### config.mk
export PLATFORM = sky130hd
export DESIGN_NAME = sonet_frame_sync
export DESIGN_NICKNAME = d
export VERILOG_FILES = /design/src/rtl/sfd_pkg.sv /design/src/rtl/sfd_matcher.sv /design/src/rtl/sfd_position.sv /design/src/rtl/sfd_ctrl.sv /design/src/rtl/sonet_frame_sync.sv
export SDC_FILE = /design/constraint.sdc
export NUM_CORES = 1
export LEC_CHECK = 0
export ABC_AREA = 0
export CORE_ASPECT_RATIO = 1.5
export CORE_MARGIN = 1.5
export CORE_UTILIZATION = 45
export DETAILED_ROUTE_END_ITERATION = 16
export DONT_BUFFER_PORTS = 1
export GPL_TIMING_DRIVEN = 1
export PLACE_DENSITY = 0.69
export SLEW_MARGIN = 20
export SYNTH_ARGS = -nofsm -noshare
export SYNTH_HDL_FRONTEND = slang
export SYNTH_SLANG_ARGS = --single-unit
### constraint.sdc
create_clock -name clk -period 4.6 [get_ports clk]
set_clock_uncertainty 0.2 [all_clocks]
set_input_delay 0.23 -clock clk [delete_from_list [all_inputs] [get_ports clk]]
set_output_delay 0.23 -clock clk [all_outputs]
set_load 0.01 [all_outputs]
### src/rtl/sfd_pkg.sv
`timescale 1ns/1ps
package sfd_pkg;
  typedef enum logic [1:0] {
    ST_HUNT   = 2'd0,
    ST_VERIFY = 2'd1,
    ST_LOCKED = 2'd2
  } sfd_state_e;

  localparam int MARK_W = 8;
  localparam int WORD_W = 4 * MARK_W;
endpackage

### src/rtl/sfd_matcher.sv
`timescale 1ns/1ps
module sfd_matcher #(
  parameter logic [sfd_pkg::MARK_W-1:0] MARK_A = 8'hF6,
  parameter logic [sfd_pkg::MARK_W-1:0] MARK_B = 8'h28
) (
  input  logic clk,
  input  logic rst,
  input  logic bit_in,
  input  logic bit_vld,
  output logic hit
);
  localparam int WW = sfd_pkg::WORD_W;
  localparam logic [WW-1:0] WORD = {MARK_A, MARK_A, MARK_B, MARK_B};

  logic [WW-1:0] win_q;
  logic [WW-1:0] win_nx;

  // newest bit enters at the LSB, so the first bit received ends up at the MSB
  assign win_nx = {win_q[WW-2:0], bit_in};
  assign hit    = bit_vld && (win_nx == WORD);

  always_ff @(posedge clk) begin
    if (rst)          win_q <= '0;
    else if (bit_vld) win_q <= win_nx;
  end


  idle_window_chk: assert property (@(posedge clk) disable iff (rst)
    !bit_vld |=> $stable(win_q));
endmodule

### src/rtl/sfd_position.sv
`timescale 1ns/1ps
module sfd_position #(
  parameter int FRAME_BITS = 77760,
  parameter int PW         = $clog2(FRAME_BITS)
) (
  input  logic          clk,
  input  logic          rst,
  input  logic          bit_vld,
  input  logic          load,
  output logic          at_mark,
  output logic [PW-4:0] byte_idx
);
  localparam logic [PW-1:0] P_LAST = PW'(FRAME_BITS - 1);

  logic [PW-1:0] pos_q;

  assign at_mark  = bit_vld && (pos_q == P_LAST);
  assign byte_idx = pos_q[PW-1:3];

  always_ff @(posedge clk) begin
    if (rst)            pos_q <= '0;
    else if (load)      pos_q <= '0;
    else if (at_mark)   pos_q <= '0;
    else if (bit_vld)   pos_q <= pos_q + PW'(1);
  end


  pos_range_chk: assert property (@(posedge clk) disable iff (rst)
    pos_q <= P_LAST);


  pos_hold_chk: assert property (@(posedge clk) disable iff (rst)
    !bit_vld |=> $stable(pos_q));
endmodule

### src/rtl/sfd_ctrl.sv
`timescale 1ns/1ps
module sfd_ctrl
  import sfd_pkg::*;
#(
  parameter int TIMEOUT    = 155520,
  parameter int MISS_LIMIT = 4
) (
  input  logic clk,
  input  logic rst,
  input  logic hit,
  input  logic at_mark,
  output logic load,
  output logic roll,
  output logic sync_ok
);
  localparam int TW = $clog2(TIMEOUT + 1);
  localparam int MW = $clog2(MISS_LIMIT + 1);
  localparam logic [TW-1:0] T_END = TW'(TIMEOUT - 1);
  localparam logic [MW-1:0] M_END = MW'(MISS_LIMIT - 1);

  sfd_state_e    state_q, state_nx;
  logic [TW-1:0] timer_q, timer_nx;
  logic [MW-1:0] miss_q, miss_nx;
  logic          roll_q, roll_nx;
  logic          sync_q;

  always_comb begin
    state_nx = state_q;
    timer_nx = timer_q;
    miss_nx  = miss_q;
    roll_nx  = 1'b0;
    load     = 1'b0;
    unique case (state_q)
      ST_HUNT: begin
        if (hit) begin
          state_nx = ST_VERIFY;
          load     = 1'b1;
          timer_nx = '0;
        end else if (timer_q == T_END) begin
          roll_nx  = 1'b1;
          timer_nx = '0;
        end else begin
          timer_nx = timer_q + TW'(1);
        end
      end
      ST_VERIFY: begin
        if (at_mark) begin
          if (hit) begin
            state_nx = ST_LOCKED;
            miss_nx  = '0;
          end else begin
            state_nx = ST_HUNT;
            timer_nx = '0;
          end
        end
      end
      ST_LOCKED: begin
        if (at_mark) begin
          if (hit) begin
            miss_nx = '0;
          end else if (miss_q == M_END) begin
            state_nx = ST_HUNT;
            timer_nx = '0;
            miss_nx  = '0;
          end else begin
            miss_nx = miss_q + MW'(1);
          end
        end
      end
      default: begin
        state_nx = ST_HUNT;
        timer_nx = '0;
      end
    endcase
  end

  always_ff @(posedge clk) begin
    if (rst) begin
      state_q <= ST_HUNT;
      timer_q <= '0;
      miss_q  <= '0;
      roll_q  <= 1'b0;
      sync_q  <= 1'b0;
    end else begin
      state_q <= state_nx;
      timer_q <= timer_nx;
      miss_q  <= miss_nx;
      roll_q  <= roll_nx;
      sync_q  <= (state_nx == ST_LOCKED);
    end
  end

  assign roll    = roll_q;
  assign sync_ok = sync_q;


  roll_pulse_chk: assert property (@(posedge clk) disable iff (rst)
    roll_q |=> !roll_q);


  timer_bound_chk: assert property (@(posedge clk) disable iff (rst)
    timer_q <= T_END);


  roll_hunt_chk: assert property (@(posedge clk) disable iff (rst)
    roll_q |-> state_q == ST_HUNT);


  lock_at_mark_chk: assert property (@(posedge clk) disable iff (rst)
    $rose(sync_q) |-> $past(at_mark && hit));


  drop_at_mark_chk: assert property (@(posedge clk) disable iff (rst)
    $fell(sync_q) |-> ($past(rst) || $past(at_mark && !hit)));


  miss_bound_chk: assert property (@(posedge clk) disable iff (rst)
    miss_q <= M_END);
endmodule

### src/rtl/sonet_frame_sync.sv
`timescale 1ns/1ps
module sonet_frame_sync #(
  parameter int          FRAME_BITS = 77760,
  parameter int          TIMEOUT    = 2 * FRAME_BITS,
  parameter int          MISS_LIMIT = 4,
  parameter logic [7:0]  MARK_A     = 8'hF6,
  parameter logic [7:0]  MARK_B     = 8'h28
) (
  input  logic                            clk,
  input  logic                            rst,
  input  logic                            bit_in,
  input  logic                            bit_vld,
  output logic                            roll,
  output logic                            sync_ok,
  output logic [$clog2(FRAME_BITS)-4:0]   byte_pos
);
  localparam int PW = $clog2(FRAME_BITS);

  logic hit;
  logic at_mark;
  logic load;

  sfd_matcher #(
    .MARK_A (MARK_A),
    .MARK_B (MARK_B)
  ) u_match (
    .clk     (clk),
    .rst     (rst),
    .bit_in  (bit_in),
    .bit_vld (bit_vld),
    .hit     (hit)
  );

  sfd_position #(
    .FRAME_BITS (FRAME_BITS),
    .PW         (PW)
  ) u_pos (
    .clk      (clk),
    .rst      (rst),
    .bit_vld  (bit_vld),
    .load     (load),
    .at_mark  (at_mark),
    .byte_idx (byte_pos)
  );

  sfd_ctrl #(
    .TIMEOUT    (TIMEOUT),
    .MISS_LIMIT (MISS_LIMIT)
  ) u_ctrl (
    .clk     (clk),
    .rst     (rst),
    .hit     (hit),
    .at_mark (at_mark),
    .load    (load),
    .roll    (roll),
    .sync_ok (sync_ok)
  );


  reset_quiet_chk: assert property (@(posedge clk)
    $past(rst) |-> (!sync_ok && !roll));
endmodule

==> flow_summary.ini <==
[logic_synthesis]
share_of_synthesized_flip_flops_with_an_asynchronous_set_or_reset_pct = 0
yosys_most_used_dff = sky130_fd_sc_hd__dfxtp_1
synth-compound-area-share_pct = 10.25
netlist-cell-type-count = 51
synth_area_per_cell_um2 = 9.109
synthesis.area_um2 = 3443
synth_xor_xnor_area_share_pct = 5.342
synth.area.top_cells = sky130_fd_sc_hd__dfxtp_1 42%, sky130_fd_sc_hd__mux2i_1 9.3%, sky130_fd_sc_hd__nor2_1 6.6%
synthesis.nets = 385
synth.top_cell.area_share_pct = 42.44
yosysWarnings = 0
synthSimpleGateAreaFrac_pct = 24.13
synth_top_family_by_area = simple AND/OR/NAND/NOR gates
post_synth_fa_ha_maj_area_fraction_pct = 1.090
synth_top_area_cell = sky130_fd_sc_hd__dfxtp_1
syn-instance-count = 378
ys_seq_elements = 73
muxShareOfSynthArea_pct = 9.302
seq_area_frac_synth_pct = 42.44
synth_enable_flop_cells = 0

[critical_path]
path_max_fanout = 7
path_cells = or4b_4, nor4_4, and3_1, nor2_1, a2111oi_2, dlygate4sd3_1
crit_path_end_kind = flop
data_required_time_of_the_critical_path_ps = 4700
worst_r2r_path_depth = 6
startpoint_type = flop
slowest_stage = sky130_fd_sc_hd__dlygate4sd3_1
worst-endpoint-arrival_ps = 2930
rr_startpoint = u_match.win_q[1]
cp-startpoint = u_match.win_q[1]
critical_path_class = flop to flop
critPathMaxStageDelay_ps = 580

[grt]
first_global_vias = 2464
antenna_found_initial = 0
grt_first_pass_wirelength_um = 10990
grt_use_total_pct = 17.43
global_route_total_overflow = 0
grt_max_degree = 37

[detailed_routing]
remaining_antenna_violation_count = 0
vias = 2548
avgRoutedWirePerCell_um = 13.77
sum_of_routed_wire_length_over_all_layers_um = 6456
drt-pass1-iter-count = 4
dr.first_iter.drc_count = 208
post_drt_via_cell_ratio = 5.433
drc_errors = 0

[die]
start_util_pct = 47.03
die_width_um = 74.42
rows = 38
io_pins = 20
core-area_um2 = 7322
die_area_um2 = 8196
die_boundary_height_um = 110.1

[cts]
later_pin_clock_latency_in_the_skew_report_ps = 350
clkTransAtPathRegs_ps = 80
clock-sinks = 73
buffers_inserted_during_post_cts_setup_optimization = 0
h-tree-depth = 3
tritoncts.num_buffers = 9
clock_buffer_depth = 2
cts_root_buf = sky130_fd_sc_hd__clkbuf_8
tritoncts = built

[timing]
grt_setup_unrepaired = false
setup-violations-final = 0
totalNegativeSetupSlack_ps = 0
slew_at_the_pin_with_the_worst_max_slew_slack_ps = 841.1
fin_crit_ps = 2835
worst_slew_margin_rel_pct = 43.41
maximum_achievable_frequency_mhz = 352.7
slew_violations = 0
hold_viol_final = 0
min_period_over_period_pct = 61.64
hold_slack_ps = 10.71

[layout]
layout.cells.most_common = sky130_fd_sc_hd__dfxtp_1
final_nets = 371
commonest_non_fill_non_tap_cells_in_the_layout = 73 x sky130_fd_sc_hd__dfxtp_1, 61 x sky130_fd_sc_hd__nor2_1, 32 x sky130_fd_sc_hd__mux2i_1
drive_above_1_share_pct = 8.672
antennaDiodeCount = 0
area_delta_synth_final_pct = 5.342
stdcell_area_um2 = 3627
layout.filler_cells = 702

[place]
gp_congestion = 0.8758
place.port_buffers = 0
detailedPlacementHpwl_um = 4405
placedInstanceArea_um2 = 3376

[power]
vdd.ir_drop.worst_uv = 188.7
static_power_due_to_leakage_nw = 1.319
report.power.total_mw = 1.142
cellPowerDensity_nw_per_um2 = 315.0

[outcome]
run_status = finished, final reports clean

[flow_run]
timing.max_cap.violations = 0

[worst_hold_path]
hold_path_class = input pin to flop
hold_path_startpoint = bit_vld
hold_path_depth = 3
[critical path, delay by kind of cell (launching register included)]
kind,cells,cell delay [ps]
flip-flops,1,320
AO/OA/AOI/OAI,1,320
buffers and inverters,1,580
AND/OR/NAND/NOR,4,1370
[routing by layer]
metal  share of wire [%]  global-route usage, %  up-vias  routed length (µm)
met4                 3.0                  9.091        0                 194
li1                    -                      -     1295                   -
met2                  49                  28.89       35                3149
met3                 2.7                  4.091       16                 175
met5                   0                      0        -                   0
met1                  45                  20.64     1202                2937
[final timing paths]
check | endpoint | slack (ps)
setup / recovery | u_ctrl.state_q[0] | 1760
hold / removal | u_pos.pos_q[3] | 10
setup reg to reg | u_ctrl.state_q[0] | 1760
hold reg to reg | u_ctrl.miss_q[2] | 230
[registers in the layout (all words and copies together) (netlist names)]
register	count
u_match.win_q	31
u_ctrl.state_q	2
u_ctrl.miss_q	3
u_ctrl.timer_q	18
u_ctrl.roll	1
u_ctrl.sync_ok	1
u_pos.pos_q	17
[stage by stage]
stage	setup WS, ps	std cells	utilization [%]
5_1_grt	1632	469	49.54
4_1_cts	1754	469	49.54
6_report	1765	469	49.54
3_3_place_gp	2023	448	46.10
3_5_place_dp	1932	448	46.10
2_1_floorplan	2419	378	-
[cell families (layout without fill, tap and decap cells)]
family                   count (synthesis)  count (layout)
adder cells (fa/ha/maj)                  3               3
XOR/XNOR                                21              21
flip-flops                              73              73
AND/OR/NAND/NOR                        162             162
AO/OA/AOI/OAI                           41              41
buffers and inverters                   46              37
multiplexers                            32              32
[power by group]
| part | switching [mW] | internal [mW] | total (mW) |
|---|---|---|---|
| registers | 0.00442 | 0.637 | 0.641 |
| clock network | 0.238 | 0.222 | 0.460 |
| logic | 0.0244 | 0.0172 | 0.0417 |
[area by class of cell]
cell class / count / area [µm²] / share of cell area [%]
well taps: 100 / 125.1 / 3.449
clock inverters: 5 / 30.03 / 0.8279
inverters: 15 / 56.30 / 1.552
repair buffers: 6 / 77.57 / 2.139
flip-flops and latches: 73 / 1461 / 40.29
multi-input cells: 259 / 1725 / 47.57
clock buffers: 11 / 151.4 / 4.174
[synthesized netlist by cell type, types with 4 or more instances]
library cell and n:
sky130_fd_sc_hd__buf_4 16, sky130_fd_sc_hd__nand2_1 26, sky130_fd_sc_hd__a21oi_1 6, sky130_fd_sc_hd__nand2b_1 5
sky130_fd_sc_hd__mux2i_1 32, sky130_fd_sc_hd__a31oi_1 4, sky130_fd_sc_hd__and3_1 12, sky130_fd_sc_hd__dfxtp_1 73
sky130_fd_sc_hd__and4_1 5, sky130_fd_sc_hd__nor2_1 61, sky130_fd_sc_hd__o221ai_2 6, sky130_fd_sc_hd__o2bb2ai_1 4
sky130_fd_sc_hd__nor3_1 8, sky130_fd_sc_hd__inv_1 15, sky130_fd_sc_hd__xnor2_1 13, sky130_fd_sc_hd__xor2_1 8
sky130_fd_sc_hd__nand4_1 12, sky130_fd_sc_hd__nand3_1 16, sky130_fd_sc_hd__clkbuf_1 8
[repair_timing]
action,4_1_cts,5_1_grt
resized for setup,0,0
hold buffers,5,0
hold endpoints to repair,41,0
Note: power is estimated with default switching activity, not from simulation.
